--- src/rtl/rxf_pkg.sv ---
package rxf_pkg;
  typedef struct packed {
    logic ucast;
    logic mcast;
    logic bcast;
  } rxf_flags_t;
endpackage

--- src/rtl/rxf_addr_regs.sv ---
module rxf_addr_regs #(
  parameter int REG_W      = 32,
  parameter int BYTE_W     = 8,
  parameter int ADDR_BYTES = 6,
  parameter int VALID_BIT  = 31
) (
  input  logic                                clk,
  input  logic                                rst,
  input  logic                                wr_lo,
  input  logic                                wr_hi,
  input  logic [REG_W-1:0]                    wdata,
  output logic [ADDR_BYTES-1:0][BYTE_W-1:0]   addr_bytes,
  output logic                                addr_valid
);
  localparam int LO_BYTES = REG_W / BYTE_W;
  localparam int HI_BYTES = ADDR_BYTES - LO_BYTES;
  localparam int HI_BITS  = HI_BYTES * BYTE_W;

  logic [REG_W-1:0]   lo_q;
  logic [HI_BITS-1:0] hi_q;
  logic               vld_q;
  logic               unused_hi_bits;

  always_ff @(posedge clk) begin
    if (rst) begin
      lo_q  <= '0;
      hi_q  <= '0;
      vld_q <= 1'b0;
    end else begin
      if (wr_lo) lo_q <= wdata;
      if (wr_hi) begin
        hi_q  <= wdata[HI_BITS-1:0];
        vld_q <= wdata[VALID_BIT];
      end
    end
  end

  assign unused_hi_bits = ^wdata[VALID_BIT-1:HI_BITS];
  assign addr_valid     = vld_q;

  // earliest wire byte sits in the least significant lane
  for (genvar g = 0; g < ADDR_BYTES; g++) begin : g_lane
    if (g < LO_BYTES) begin : g_lo
      assign addr_bytes[g] = lo_q[g*BYTE_W +: BYTE_W];
    end else begin : g_hi
      assign addr_bytes[g] = hi_q[(g-LO_BYTES)*BYTE_W +: BYTE_W];
    end
  end
endmodule

--- src/rtl/rxf_byte_tracker.sv ---
module rxf_byte_tracker #(
  parameter int ADDR_BYTES = 6,
  localparam int CNT_W     = $clog2(ADDR_BYTES + 1)
) (
  input  logic             clk,
  input  logic             rst,
  input  logic             in_valid,
  input  logic             in_sof,
  input  logic             in_eof,
  output logic             take,
  output logic             first,
  output logic             last,
  output logic [CNT_W-1:0] idx
);
  logic [CNT_W-1:0] cnt_q;
  logic             active_q;
  logic             start, cont;

  always_comb begin
    start = in_valid & in_sof;
    cont  = in_valid & ~in_sof & active_q & (cnt_q < CNT_W'(ADDR_BYTES));
    take  = start | cont;
    first = start;
    idx   = start ? '0 : cnt_q;
    last  = take & (idx == CNT_W'(ADDR_BYTES - 1));
  end

  always_ff @(posedge clk) begin
    if (rst) begin
      cnt_q    <= '0;
      active_q <= 1'b0;
    end else if (take) begin
      cnt_q    <= idx + 1'b1;
      active_q <= ~in_eof;
    end else if (in_valid & in_eof) begin
      active_q <= 1'b0;
    end
  end
endmodule

--- src/rtl/rxf_compare.sv ---
module rxf_compare
  import rxf_pkg::*;
#(
  parameter int BYTE_W     = 8,
  parameter int ADDR_BYTES = 6,
  localparam int CNT_W     = $clog2(ADDR_BYTES + 1)
) (
  input  logic                              clk,
  input  logic                              rst,
  input  logic                              take,
  input  logic                              first,
  input  logic                              last,
  input  logic [CNT_W-1:0]                  idx,
  input  logic [BYTE_W-1:0]                 data,
  input  logic [ADDR_BYTES-1:0][BYTE_W-1:0] addr_bytes,
  input  logic                              addr_valid,
  output logic                              res_valid,
  output rxf_flags_t                        res_flags
);
  logic [BYTE_W-1:0] sel;
  logic uc_q, bc_q, mc_q;
  logic uc_now, bc_now, mc_now;

  always_comb begin
    sel = '0;
    for (int i = 0; i < ADDR_BYTES; i++)
      if (idx == CNT_W'(i)) sel = addr_bytes[i];
    uc_now = (first | uc_q) & (data == sel);
    bc_now = (first | bc_q) & (&data);
    mc_now = first ? data[0] : mc_q;
  end

  always_ff @(posedge clk) begin
    if (rst) begin
      uc_q      <= 1'b0;
      bc_q      <= 1'b0;
      mc_q      <= 1'b0;
      res_valid <= 1'b0;
      res_flags <= '0;
    end else begin
      if (take) begin
        uc_q <= uc_now;
        bc_q <= bc_now;
        mc_q <= mc_now;
      end
      res_valid <= last;
      if (last) begin
        res_flags.ucast <= uc_now & addr_valid;
        res_flags.mcast <= mc_now;
        res_flags.bcast <= bc_now;
      end else begin
        res_flags <= '0;
      end
    end
  end
endmodule

--- src/rtl/rx_dest_filter.sv ---
module rx_dest_filter
  import rxf_pkg::*;
#(
  parameter int REG_W      = 32,
  parameter int BYTE_W     = 8,
  parameter int ADDR_BYTES = 6,
  parameter int VALID_BIT  = 31
) (
  input  logic              clk,
  input  logic              rst,
  input  logic              cfg_wr_lo,
  input  logic              cfg_wr_hi,
  input  logic [REG_W-1:0]  cfg_wdata,
  input  logic              in_valid,
  input  logic              in_sof,
  input  logic              in_eof,
  input  logic [BYTE_W-1:0] in_byte,
  output logic              res_valid,
  output logic              res_ucast,
  output logic              res_mcast,
  output logic              res_bcast
);
  localparam int CNT_W = $clog2(ADDR_BYTES + 1);

  logic [ADDR_BYTES-1:0][BYTE_W-1:0] addr_bytes;
  logic                              addr_valid;
  logic                              take, first, last;
  logic [CNT_W-1:0]                  idx;
  rxf_flags_t                        flags;

  rxf_addr_regs #(
    .REG_W(REG_W), .BYTE_W(BYTE_W), .ADDR_BYTES(ADDR_BYTES), .VALID_BIT(VALID_BIT)
  ) u_regs (
    .clk(clk), .rst(rst), .wr_lo(cfg_wr_lo), .wr_hi(cfg_wr_hi), .wdata(cfg_wdata),
    .addr_bytes(addr_bytes), .addr_valid(addr_valid)
  );

  rxf_byte_tracker #(.ADDR_BYTES(ADDR_BYTES)) u_track (
    .clk(clk), .rst(rst), .in_valid(in_valid), .in_sof(in_sof), .in_eof(in_eof),
    .take(take), .first(first), .last(last), .idx(idx)
  );

  rxf_compare #(.BYTE_W(BYTE_W), .ADDR_BYTES(ADDR_BYTES)) u_cmp (
    .clk(clk), .rst(rst), .take(take), .first(first), .last(last), .idx(idx),
    .data(in_byte), .addr_bytes(addr_bytes), .addr_valid(addr_valid),
    .res_valid(res_valid), .res_flags(flags)
  );

  assign res_ucast = flags.ucast;
  assign res_mcast = flags.mcast;
  assign res_bcast = flags.bcast;
endmodule

--- config.mk ---
export PLATFORM = sky130hd
export DESIGN_NAME = rx_dest_filter
export DESIGN_NICKNAME = d
export VERILOG_FILES = /design/src/rtl/rxf_pkg.sv /design/src/rtl/rxf_addr_regs.sv /design/src/rtl/rxf_byte_tracker.sv /design/src/rtl/rxf_compare.sv /design/src/rtl/rx_dest_filter.sv
export SDC_FILE = /design/constraint.sdc
export NUM_CORES = 1
export LEC_CHECK = 0
export ABC_CLOCK_PERIOD_IN_PS = 3800
export BUFFER_PORTS_ARGS = -buffer_cell sky130_fd_sc_hd__buf_2
export CORE_MARGIN = 2
export CORE_UTILIZATION = 50
export DETAILED_ROUTE_END_ITERATION = 12
export GPL_ROUTABILITY_DRIVEN = 1
export PLACE_DENSITY_LB_ADDON = 0.08
export SKIP_LAST_GASP = 1
export SYNTH_ARGS = -nofsm -noshare
export SYNTH_HDL_FRONTEND = slang
export SYNTH_HIERARCHICAL = 1
export SYNTH_SLANG_ARGS = --single-unit
--- constraint.sdc ---
create_clock -name clk -period 3.8 [get_ports clk]
set_clock_uncertainty 0.2 [all_clocks]
set_input_delay 0.76 -clock clk [delete_from_list [all_inputs] [get_ports clk]]
set_output_delay 0.76 -clock clk [all_outputs]
set_load 0.02 [all_outputs]
==> impl_metrics.json, run 1 <==
{
  "die_h_um": 84.7,
  "rr_worst_depth": 8,
  "tns_ns": 0,
  "cts_hold_buf": 0,
  "power.share.combinational_pct": 14.9,
  "clkPwrFrac_pct": 35.7,
  "synth-seq-area-share_pct": 36.9,
  "ys_ff_latch": 60,
  "p_int_mw": 1.03,
  "fin_crit_sh_pct": 83.7,
  "cts_tree": "built",
  "synth_edf_count": 0,
  "gp_congestion": 0.965,
  "nNetsFinal": 446,
  "h-tree-depth": 3,
  "ys_warn_count": 6,
  "layout_setup_ws_ns": 0.620,
  "core_area_mm2": 0.00631,
  "final_cell_area_mm2": 0.00365,
  "power_switching_share_pct": 26.0,
  "dpl.cell_count": 463,
  "dr.first_iter.drc_count": 135,
  "post-place-ws_ns": 0.291,
  "port-buffer-count": 50,
  "placed_area_mm2": 0.00348,
  "antenna_found_initial": 0,
  "post_synth_instance_area_mm2": 0.00326,
  "grt_usage_pct": 21.7,
  "num_rows": 29,
  "critPathKind": "in2reg",
  "antennaDiodeCount": 0,
  "avgSynthCellArea_um2": 9.30,
  "end_kind": "register",
  "post_cts_resized": 0,
  "worst_pin_slew_ns": 0.958,
  "root_buffer": "clkbuf_8",
  "grt_pass1_vias": 2585,
  "setup_viol": 0,
  "hp-start": "u_cmp/mc_q$_SDFFE_PP0P_",
  "crit_required_ns": 3.86,
  "grt_pass1_wl_um": 12400,
  "initial_utilization_pct": 51.6,
  "clock_latency_ns": 0.33,
  "seq_power_share_pct": 49.3,
  "die_x_um": 84.7,
  "arrival_ns": 3.24,
  "yosysUniqueCellTypes": 60,
  "grt_max_degree": 33,
  "wl_um": 7370,
  "fmax_mhz": 314,
  "num-fill-cells": 590,
  "slew_violations": 0,
  "path_max_fanout": 17,
  "antenna_left": 0,
  "wl_per_cell_um": 15.4,
  "total_power_mw": 1.39,
  "grt_overflow": 0,
  "ff2ff_setup_slack_ns": 1.00,
  "status": "finished, final reports clean",
  "detail_route.vias_per_cell": 5.50,
  "worstHoldPathCells": 2,
  "syn-num-nets": 399,
  "switching_power_mw": 0.360,
  "area_growth_pct": 12.0,
  "max_slew_margin_pct": 36.2,
  "vias": 2628,
  "power_density_mw_per_mm2": 380,
  "io_pins": 51,
  "drc": 0,
  "clkTransAtPathRegs_ns": 0.06,
  "ir_worst_vdd_uv": 200,
  "final_hold_viol_count": 0,
  "clkSinkCount": 60,
  "syn_inst": 350,
  "maxCapViolations": 0,
  "reg2reg_from": "u_track/cnt_q[0]$_SDFFE_PP0P_",
  "post_cts_buffers": 0,
  "period_needed_ns": 3.18,
  "layout-drive-gt1-share_pct": 22.2,
  "leakage_nw": 1.61,
  "ys.flop_type": "dfxtp_1",
  "rr_endpoint": "u_cmp/res_flags[2]$_SDFF_PP0_",
  "rsz0062_at_grt": "no",
  "cts_buffer_depth": 2,
  "critPathLaunchType": "input pin",
  "die-area_mm2": 0.00717,
  "first_pass_iters": 4,
  "cts_buffers": 9,
  "stdcell_count": 478,
  "synthArstFlopShare_pct": 0,
  "hp-class": "reg2reg",
  "hold_path_end": "u_cmp/mc_q$_SDFFE_PP0P_",
  "dp_hpwl_um": 5440
}
cell usage after synthesis, types with 3 or more instances:
| library cell | count | share of area, % |
|---|---|---|
| mux2i_1 | 66 | 20 |
| nor2_1 | 65 | 7.5 |
| dfxtp_1 | 60 | 37 |
| nand2_1 | 11 | 1.3 |
| inv_1 | 10 | 1.2 |
| o21ai_0 | 9 | 1.4 |
| nor2b_1 | 8 | 1.5 |
| nand2b_1 | 7 | 1.3 |
| a21oi_1 | 6 | 0.92 |
| clkbuf_1 | 6 | 0.69 |
| nand3_1 | 6 | 0.92 |
| buf_6 | 5 | 1.7 |
| o211ai_1 | 5 | 1.2 |
| a211oi_1 | 4 | 0.92 |
| buf_2 | 4 | 0.61 |
| nand3b_1 | 4 | 0.92 |
| nand4_1 | 4 | 0.77 |
| or3b_2 | 4 | 1.1 |
| xnor2_1 | 4 | 1.1 |
| and2_1 | 3 | 0.58 |
| buf_4 | 3 | 0.69 |
| buf_8 | 3 | 1.4 |
| mux2_2 | 3 | 1.0 |
| nor3b_1 | 3 | 0.69 |
power by group through the flow:
stage                     Combinational, mW  Clock (mW)  Sequential, mW
after floorplan                       0.156           0           0.690
after global placement                0.205           0           0.698
after detailed placement              0.206           0           0.698
after CTS                             0.207       0.511           0.685
after global routing                  0.230       0.537           0.689
final                                 0.207       0.496           0.685
registers in the layout, summed over array words and instances, names as in the netlist:
| signal | cells |
|---|---|
| u_cmp/uc_q | 1 |
| u_cmp/res_valid | 1 |
| u_regs/hi_q | 16 |
| u_cmp/bc_q | 1 |
| u_cmp/res_flags | 3 |
| u_regs/addr_valid | 1 |
| u_track/cnt_q | 3 |
| u_cmp/mc_q | 1 |
| u_regs/lo_q | 32 |
| u_track/active_q | 1 |
critical path, stage by stage:
cell and delay (ns):
buf_2 0.13, nand2_1 0.15, inv_1 0.08, nor2_2 0.24
buf_4 0.30, nand3_1 0.12, a311o_1 0.33, or4_1 0.39
or4b_1 0.55, nor3_2 0.18
routing by layer:
layer  up-vias  wire length [um]  global-route usage (%)  share of wire [%]
li1       1324                 -                       -                  -
met1      1230              3560                    29.5                 48
met2        59              3360                    33.3                 46
met3        15               296                    5.51                4.0
met4         0               153                    8.37                2.1
met5         -                 0                       0                  0
worst max path at each step:
stage	to	from
global route	u_cmp/res_flags[2]$_SDFF_PP0_	in_valid
floorplan	u_cmp/res_flags[2]$_SDFF_PP0_	in_valid
detailed placement	u_cmp/res_flags[2]$_SDFF_PP0_	in_valid
CTS	u_cmp/res_flags[2]$_SDFF_PP0_	in_valid
global placement	u_cmp/res_flags[2]$_SDFF_PP0_	in_valid
finish	u_cmp/res_flags[2]$_SDFF_PP0_	in_valid
layout by cell type, fill, tap and decap left out, types with 5 or more instances in the layout:
cell type / netlist / layout
a21oi_1: 6 / 6
buf_2: 4 / 50
buf_4: 3 / 8
clkbuf_8: 0 / 11
dfxtp_1: 60 / 60
inv_1: 10 / 10
mux2i_1: 66 / 66
nand2_1: 11 / 11
nand2b_1: 7 / 7
nand3_1: 6 / 6
nor2_1: 65 / 64
nor2b_1: 8 / 8
o211ai_1: 5 / 5
o21ai_0: 9 / 9
stage by stage:
step / hold WS (ns) / util (%)
after floorplan: 0.228 / -
after global placement: 0.242 / 55.1
after detailed placement: 0.263 / 55.1
after CTS: 0.273 / 57.8
after global routing: 0.288 / 57.8
final: 0.271 / 57.8
cells by family after synthesis:
kind of cell | Yosys count | share of synthesized area, %
fa+ha+maj | 2 | 0.769
flops | 60 | 36.9
mux | 70 | 22.0
buf+inv | 32 | 6.88
simple gates | 137 | 22.3
xor+xnor | 6 | 1.61
compound gates | 43 | 9.53
cell type report:
class	count	area [um^2]	share of cell area, %
Tap cell	77	96.3	2.64
Clock buffer	13	159	4.36
Sequential cell	60	1200	32.9
Clock inverter	2	10.0	0.274
Inverter	10	37.5	1.03
Timing Repair Buffer	58	310	8.51
Multi-Input combinational cell	258	1830	50.3
Note: power is estimated with default switching activity, not from simulation.
==> run 2, diff against run 1 <==
--- a/config.mk
+++ b/config.mk
@@ -5,7 +5,8 @@
 export SDC_FILE = /design/constraint.sdc
 export NUM_CORES = 1
 export LEC_CHECK = 0
-export ABC_CLOCK_PERIOD_IN_PS = 3800
+export ABC_AREA = 1
+export ABC_CLOCK_PERIOD_IN_PS = 2760
 export BUFFER_PORTS_ARGS = -buffer_cell sky130_fd_sc_hd__buf_2
 export CORE_MARGIN = 2
 export CORE_UTILIZATION = 50
==> constraint.sdc (replaced) <==
create_clock -name clk -period 2.76 [get_ports clk]
set_clock_uncertainty 0.2 [all_clocks]
set_input_delay 0.552 -clock clk [delete_from_list [all_inputs] [get_ports clk]]
set_output_delay 0.552 -clock clk [all_outputs]
set_load 0.02 [all_outputs]
==> impl_metrics.json, run 2 <==
{
  "num-fill-cells": 636,
  "period_needed_ns": 2.41,
  "ir_worst_vdd_uv": 305,
  "wl_per_cell_um": 12.3,
  "rr_worst_depth": 13,
  "drc": 0,
  "hp-class": "in2reg",
  "reg_top3": "u_regs/lo_q (32), u_regs/hi_q (16)",
  "port-buffer-count": 50,
  "arrival_ns": 2.48,
  "worst_pin_slew_ns": 0.609,
  "grt_max_degree": 65,
  "synth_top_area_share_pct": 38.0,
  "avgSynthCellArea_um2": 6.35,
  "p_int_mw": 1.38,
  "antenna_found_initial": 0,
  "wl_met2_um": 3780,
  "post-place-ws_ns": 0.0755,
  "ys_ff_latch": 60,
  "core_area_mm2": 0.00603,
  "wl_um": 7690,
  "die_x_um": 83.5,
  "switching_power_mw": 0.534,
  "met3_length_um": 330,
  "fin_util_pct": 59.1,
  "ys_warn_count": 6,
  "gp_congestion": 0.869,
  "yosysUniqueCellTypes": 31,
  "setup_viol": 0,
  "status": "finished, final reports clean",
  "seq_power_share_pct": 50.1,
  "yosysTopAreaCell": "dfxtp_1",
  "worstHoldPathCells": 2,
  "end_kind": "register",
  "synth-seq-area-share_pct": 38.0,
  "root_buffer": "clkbuf_8",
  "top_layer_used": "met4",
  "power_switching_share_pct": 27.9,
  "detail_route.vias_per_cell": 4.84,
  "leakage_nw": 1.95,
  "post_cts_buffers": 0,
  "clkPwrFrac_pct": 33.9,
  "power.share.combinational_pct": 16.0,
  "post_cts_resized": 0,
  "die-area_mm2": 0.00697,
  "yosysMostFrequentCell": "nand2_1",
  "hp-start": "in_eof",
  "grt_overflow": 0,
  "initial_utilization_pct": 52.5,
  "area_growth_pct": 12.7,
  "cts_buffer_depth": 2,
  "clkTransAtPathRegs_ns": 0.07,
  "max_slew_margin_pct": 59.4,
  "cts_buffers": 9,
  "num_rows": 28,
  "syn_inst": 498,
  "fin_crit_sh_pct": 87.5,
  "nNetsFinal": 596,
  "grt_pass1_vias": 2851,
  "tns_ns": 0,
  "dp_hpwl_um": 5740,
  "wl_met1_um": 3490,
  "dr.first_iter.drc_count": 110,
  "clock_latency_ns": 0.33,
  "critPathKind": "in2reg",
  "layout_commonest_cell": "nand2_1",
  "cts_tree": "built",
  "path_max_fanout": 9,
  "ys_top_cells_by_area": "dfxtp_1 38%, nand2_1 19%, nor2_1 14%",
  "h-tree-depth": 3,
  "fmax_mhz": 414,
  "antenna_left": 0,
  "antennaDiodeCount": 0,
  "largest_register_ffs": 32,
  "grt_usage_pct": 23.3,
  "crit_required_ns": 2.82,
  "syn-num-nets": 547,
  "first_pass_iters": 4,
  "final_hold_viol_count": 0,
  "layout_setup_ws_ns": 0.345,
  "critPathLaunchType": "input pin",
  "synthArstFlopShare_pct": 0,
  "vias": 3027,
  "slew_violations": 0,
  "rsz0062_at_grt": "no",
  "cts_hold_buf": 0,
  "synth_edf_count": 0,
  "layout-drive-gt1-share_pct": 16.5,
  "grt_pass1_wl_um": 13000,
  "clkSinkCount": 60,
  "power_density_mw_per_mm2": 537,
  "maxCapViolations": 0,
  "dpl.cell_count": 611,
  "regMostFlops": "u_regs/lo_q",
  "mostFrequentLayoutCells": "158 x nand2_1, 115 x nor2_1, 60 x dfxtp_1",
  "die_h_um": 83.5,
  "stdcell_count": 625,
  "ys.flop_type": "dfxtp_1",
  "post_synth_instance_area_mm2": 0.00316,
  "io_pins": 51,
  "reg2reg_from": "u_track/cnt_q[1]$_SDFFE_PP0P_",
  "yosys-top-cells-count": "158 x nand2_1, 115 x nor2_1, 60 x dfxtp_1, 53 x inv_1, 29 x nand3_1",
  "crit_start": "in_valid"
}
[run 2: cell count changes after synthesis, moves of 7 or more]
cell,delta
inv_1,+43
mux2i_1,-66
nand4_1,+7
nand2_1,+147
buf_6,+7
nand3_1,+23
nor2_1,+50
nand2b_1,-7
nor2b_1,-8
[run 2: worst paths after layout]
check / to / slack (ns)
max: u_cmp/uc_q$_SDFFE_PP0P_ / 0.35
min reg2reg: u_regs/hi_q[9]$_SDFFE_PP0P_ / 0.27
max reg2reg: u_cmp/uc_q$_SDFFE_PP0P_ / 0.48
min: u_track/active_q$_SDFFE_PP0P_ / 0.20
[run 2: critical path: stages]
cell and delay, ns:
buf_2 0.13, nand2_4 0.12, nand2_1 0.11, inv_1 0.22
inv_2 0.15, nor2_4 0.13, nand2_2 0.14, or2_0 0.23
nand2_1 0.12, nand4_1 0.09, nand2_1 0.07, nand2_1 0.06
nor2_1 0.09, nand4_1 0.12, a21oi_1 0.14
[run 2: logic make-up after synthesis]
family,after synthesis,synth area share [%]
flip-flops,60,38.0
adder cells (fa/ha/maj),2,0.792
buffers and inverters,77,12.4
AND/OR/NAND/NOR,339,45.2
AO/OA/AOI/OAI,20,3.60
[run 2: area by class of cell]
| cell class | instances | area, um^2 | area share (%) |
|---|---|---|---|
| Clock buffer | 11 | 141 | 3.97 |
| Timing Repair Buffer | 56 | 320 | 9.00 |
| Tap cell | 75 | 93.8 | 2.64 |
| Multi-Input combinational cell | 361 | 1570 | 44.0 |
| Inverter | 59 | 223 | 6.25 |
| Sequential cell | 60 | 1200 | 33.7 |
| Clock inverter | 3 | 15.0 | 0.422 |
[run 2: layer usage]
| layer | global-route usage, % | up-vias |
|---|---|---|
| met5 | 0 | - |
| met2 | 39.7 | 68 |
| met3 | 5.04 | 10 |
| met4 | 6.74 | 0 |
| li1 | - | 1608 |
| met1 | 29.7 | 1341 |
[run 2: metrics by stage]
stage / hold WS (ns) / cell area, um^2 / total power, mW
floorplan: 0.222 / 3160 / 1.19
global placement: 0.255 / 3400 / 1.28
detailed placement: 0.258 / 3400 / 1.28
CTS: 0.183 / 3560 / 1.94
global route: 0.203 / 3560 / 2.03
finish: 0.201 / 3560 / 1.91
[run 2: power groups by stage]
stage | clock [mW] | sequential, mW | combinational [mW]
floorplan | 0 | 0.962 | 0.231
global route | 0.714 | 0.964 | 0.357
CTS | 0.672 | 0.959 | 0.308
detailed placement | 0 | 0.977 | 0.305
global placement | 0 | 0.977 | 0.300
finish | 0.648 | 0.959 | 0.306
==> run 3, diff against run 2 <==
--- a/config.mk
+++ b/config.mk
@@ -10,6 +10,7 @@
 export BUFFER_PORTS_ARGS = -buffer_cell sky130_fd_sc_hd__buf_2
 export CORE_MARGIN = 2
 export CORE_UTILIZATION = 50
+export CTS_BUF_LIST = sky130_fd_sc_hd__clkbuf_4
 export DETAILED_ROUTE_END_ITERATION = 12
 export GPL_ROUTABILITY_DRIVEN = 1
 export PLACE_DENSITY_LB_ADDON = 0.08
==> impl_metrics.json, run 3 (synthesis results as in run 2) <==
{
  "period_needed_ns": 2.31,
  "path_max_fanout": 9,
  "hold_path_end": "u_track/active_q$_SDFFE_PP0P_",
  "layout_commonest_cell": "nand2_1",
  "final_hold_viol_count": 0,
  "die_x_um": 83.5,
  "power_density_mw_per_mm2": 497,
  "clkSinkCount": 60,
  "crit_path_frequent_cell": "nand2_1",
  "mostFrequentLayoutCells": "158 x nand2_1, 115 x nor2_1, 60 x dfxtp_1",
  "slew_violations": 0,
  "dp_hpwl_um": 5740,
  "die_h_um": 83.5,
  "grt_pass1_wl_um": 12800,
  "hp-class": "in2reg",
  "grt_pass1_vias": 2810,
  "cts_buffer_depth": 2,
  "arrival_ns": 2.44,
  "area_growth_pct": 10.7,
  "seq_power_share_pct": 55.1,
  "hp-start": "in_eof",
  "critPathTopFamily": "simple AND/OR/NAND/NOR gates",
  "cts_hold_buf": 0,
  "largest_register_ffs": 32,
  "clock_latency_ns": 0.40,
  "max_slew_margin_pct": 59.1,
  "post_cts_buffers": 0,
  "ff2ff_setup_slack_ns": 0.51,
  "gp_congestion": 0.869,
  "first_pass_iters": 5,
  "layout-drive-gt1-share_pct": 16.5,
  "dpl.cell_count": 611,
  "switching_power_mw": 0.518,
  "cp_slowest_stage_delay_ns": 0.23,
  "antenna_found_initial": 0,
  "rsz0062_at_grt": "no",
  "antennaDiodeCount": 0,
  "num_rows": 28,
  "crit_required_ns": 2.90,
  "worst_pin_slew_ns": 0.614,
  "rr_endpoint": "u_cmp/uc_q$_SDFFE_PP0P_",
  "ir_worst_vdd_uv": 307,
  "drc": 0,
  "clkTransAtPathRegs_ns": 0.09,
  "power_switching_share_pct": 29.8,
  "antenna_left": 0,
  "multiInputGateArea_mm2": 0.00157,
  "grt_max_degree": 65,
  "leakage_nw": 1.92,
  "path_cells": "buf_2 > nand2_4 > nand2_1 > inv_1 > inv_2 > nor2_4 > nand2_2 > or2_0 > nand2_1 > nand4_1 > nand2_1 > nand2_1 > nor2_1 > nand4_1 > a21oi_1",
  "maxCapViolations": 0,
  "total_power_mw": 1.74,
  "post-place-ws_ns": 0.0755,
  "regMostFlops": "u_regs/lo_q",
  "layout_setup_ws_ns": 0.454,
  "wl_per_cell_um": 12.1,
  "wl_um": 7590,
  "reg_top3": "u_regs/lo_q (32), u_regs/hi_q (16)",
  "fin_crit_sh_pct": 83.6,
  "root_buffer": "clkbuf_4",
  "tns_ns": 0,
  "crit_start": "in_valid",
  "critPathLaunchType": "input pin",
  "path_buf_inv": 3,
  "grt_usage_pct": 23.0,
  "vias": 3030,
  "status": "finished, final reports clean",
  "end_kind": "register",
  "worstHoldPathCells": 2,
  "power.share.combinational_pct": 17.6,
  "io_pins": 51,
  "fmax_mhz": 434,
  "critPathKind": "in2reg",
  "setup_viol": 0,
  "regArea_mm2": 0.00120,
  "h-tree-depth": 3,
  "detail_route.vias_per_cell": 4.85,
  "num-fill-cells": 635,
  "core_area_mm2": 0.00603,
  "nNetsFinal": 596,
  "initial_utilization_pct": 52.5,
  "stdcell_count": 625,
  "cts_buffers": 9,
  "grt_overflow": 0,
  "die-area_mm2": 0.00697,
  "reg2reg_from": "u_track/cnt_q[1]$_SDFFE_PP0P_",
  "post_cts_resized": 0,
  "p_int_mw": 1.22,
  "clkPwrFrac_pct": 27.3,
  "cpMaxStageDelayCell": "or2_0",
  "cts_tree": "built",
  "dr.first_iter.drc_count": 108,
  "port-buffer-count": 50,
  "rr_worst_depth": 13
}
[run 3: cell types whose count changed in the layout (fill, tap and decap cells not counted)]
cell      previous run  this run
clkbuf_8            10         0
clkbuf_1             1         0
clkinv_1             0         1
clkbuf_4             0        10
[run 3: metrics by stage]
step                util, %  hold WS, ns  area [um^2]
floorplan                 -        0.222         3160
finish                 58.1        0.126         3500
global placement       56.5        0.255         3400
CTS                    58.1        0.107         3500
global route           58.1        0.114         3500
detailed placement     56.5        0.258         3400
[run 3: routing by layer]
layer  share of wire [%]  vias to the layer above  track usage [%]
li1                    -                     1608                -
met1                  46                     1349             29.7
met2                  49                       69             38.6
met3                 4.6                        4             4.85
met4                0.47                        0             7.04
met5                   0                        -                0
[run 3: area by class of cell]
type	instances	share of cell area [%]
Multi-Input combinational cell	361	44.8
Sequential cell	60	34.3
Timing Repair Buffer	56	9.16
Inverter	59	6.37
Tap cell	75	2.68
Clock buffer	10	2.15
Clock inverter	4	0.536
[run 3: power groups by stage]
| stage | clock network (mW) | registers (mW) | logic [mW] |
|---|---|---|---|
| finish | 0.475 | 0.957 | 0.305 |
| CTS | 0.493 | 0.958 | 0.306 |
| global placement | 0 | 0.977 | 0.300 |
| global route | 0.537 | 0.964 | 0.354 |
| floorplan | 0 | 0.962 | 0.231 |
| detailed placement | 0 | 0.977 | 0.305 |
[run 3: worst max-delay path by stage]
stage	slack [ns]	endpoint	cells past startpoint
after detailed placement	0.08	u_cmp/uc_q$_SDFFE_PP0P_	15
after CTS	0.50	u_cmp/uc_q$_SDFFE_PP0P_	15
after global routing	0.30	u_cmp/uc_q$_SDFFE_PP0P_	15
after global placement	0.15	u_cmp/uc_q$_SDFFE_PP0P_	15
final	0.45	u_cmp/uc_q$_SDFFE_PP0P_	15
after floorplan	0.48	u_cmp/uc_q$_SDFFE_PP0P_	15
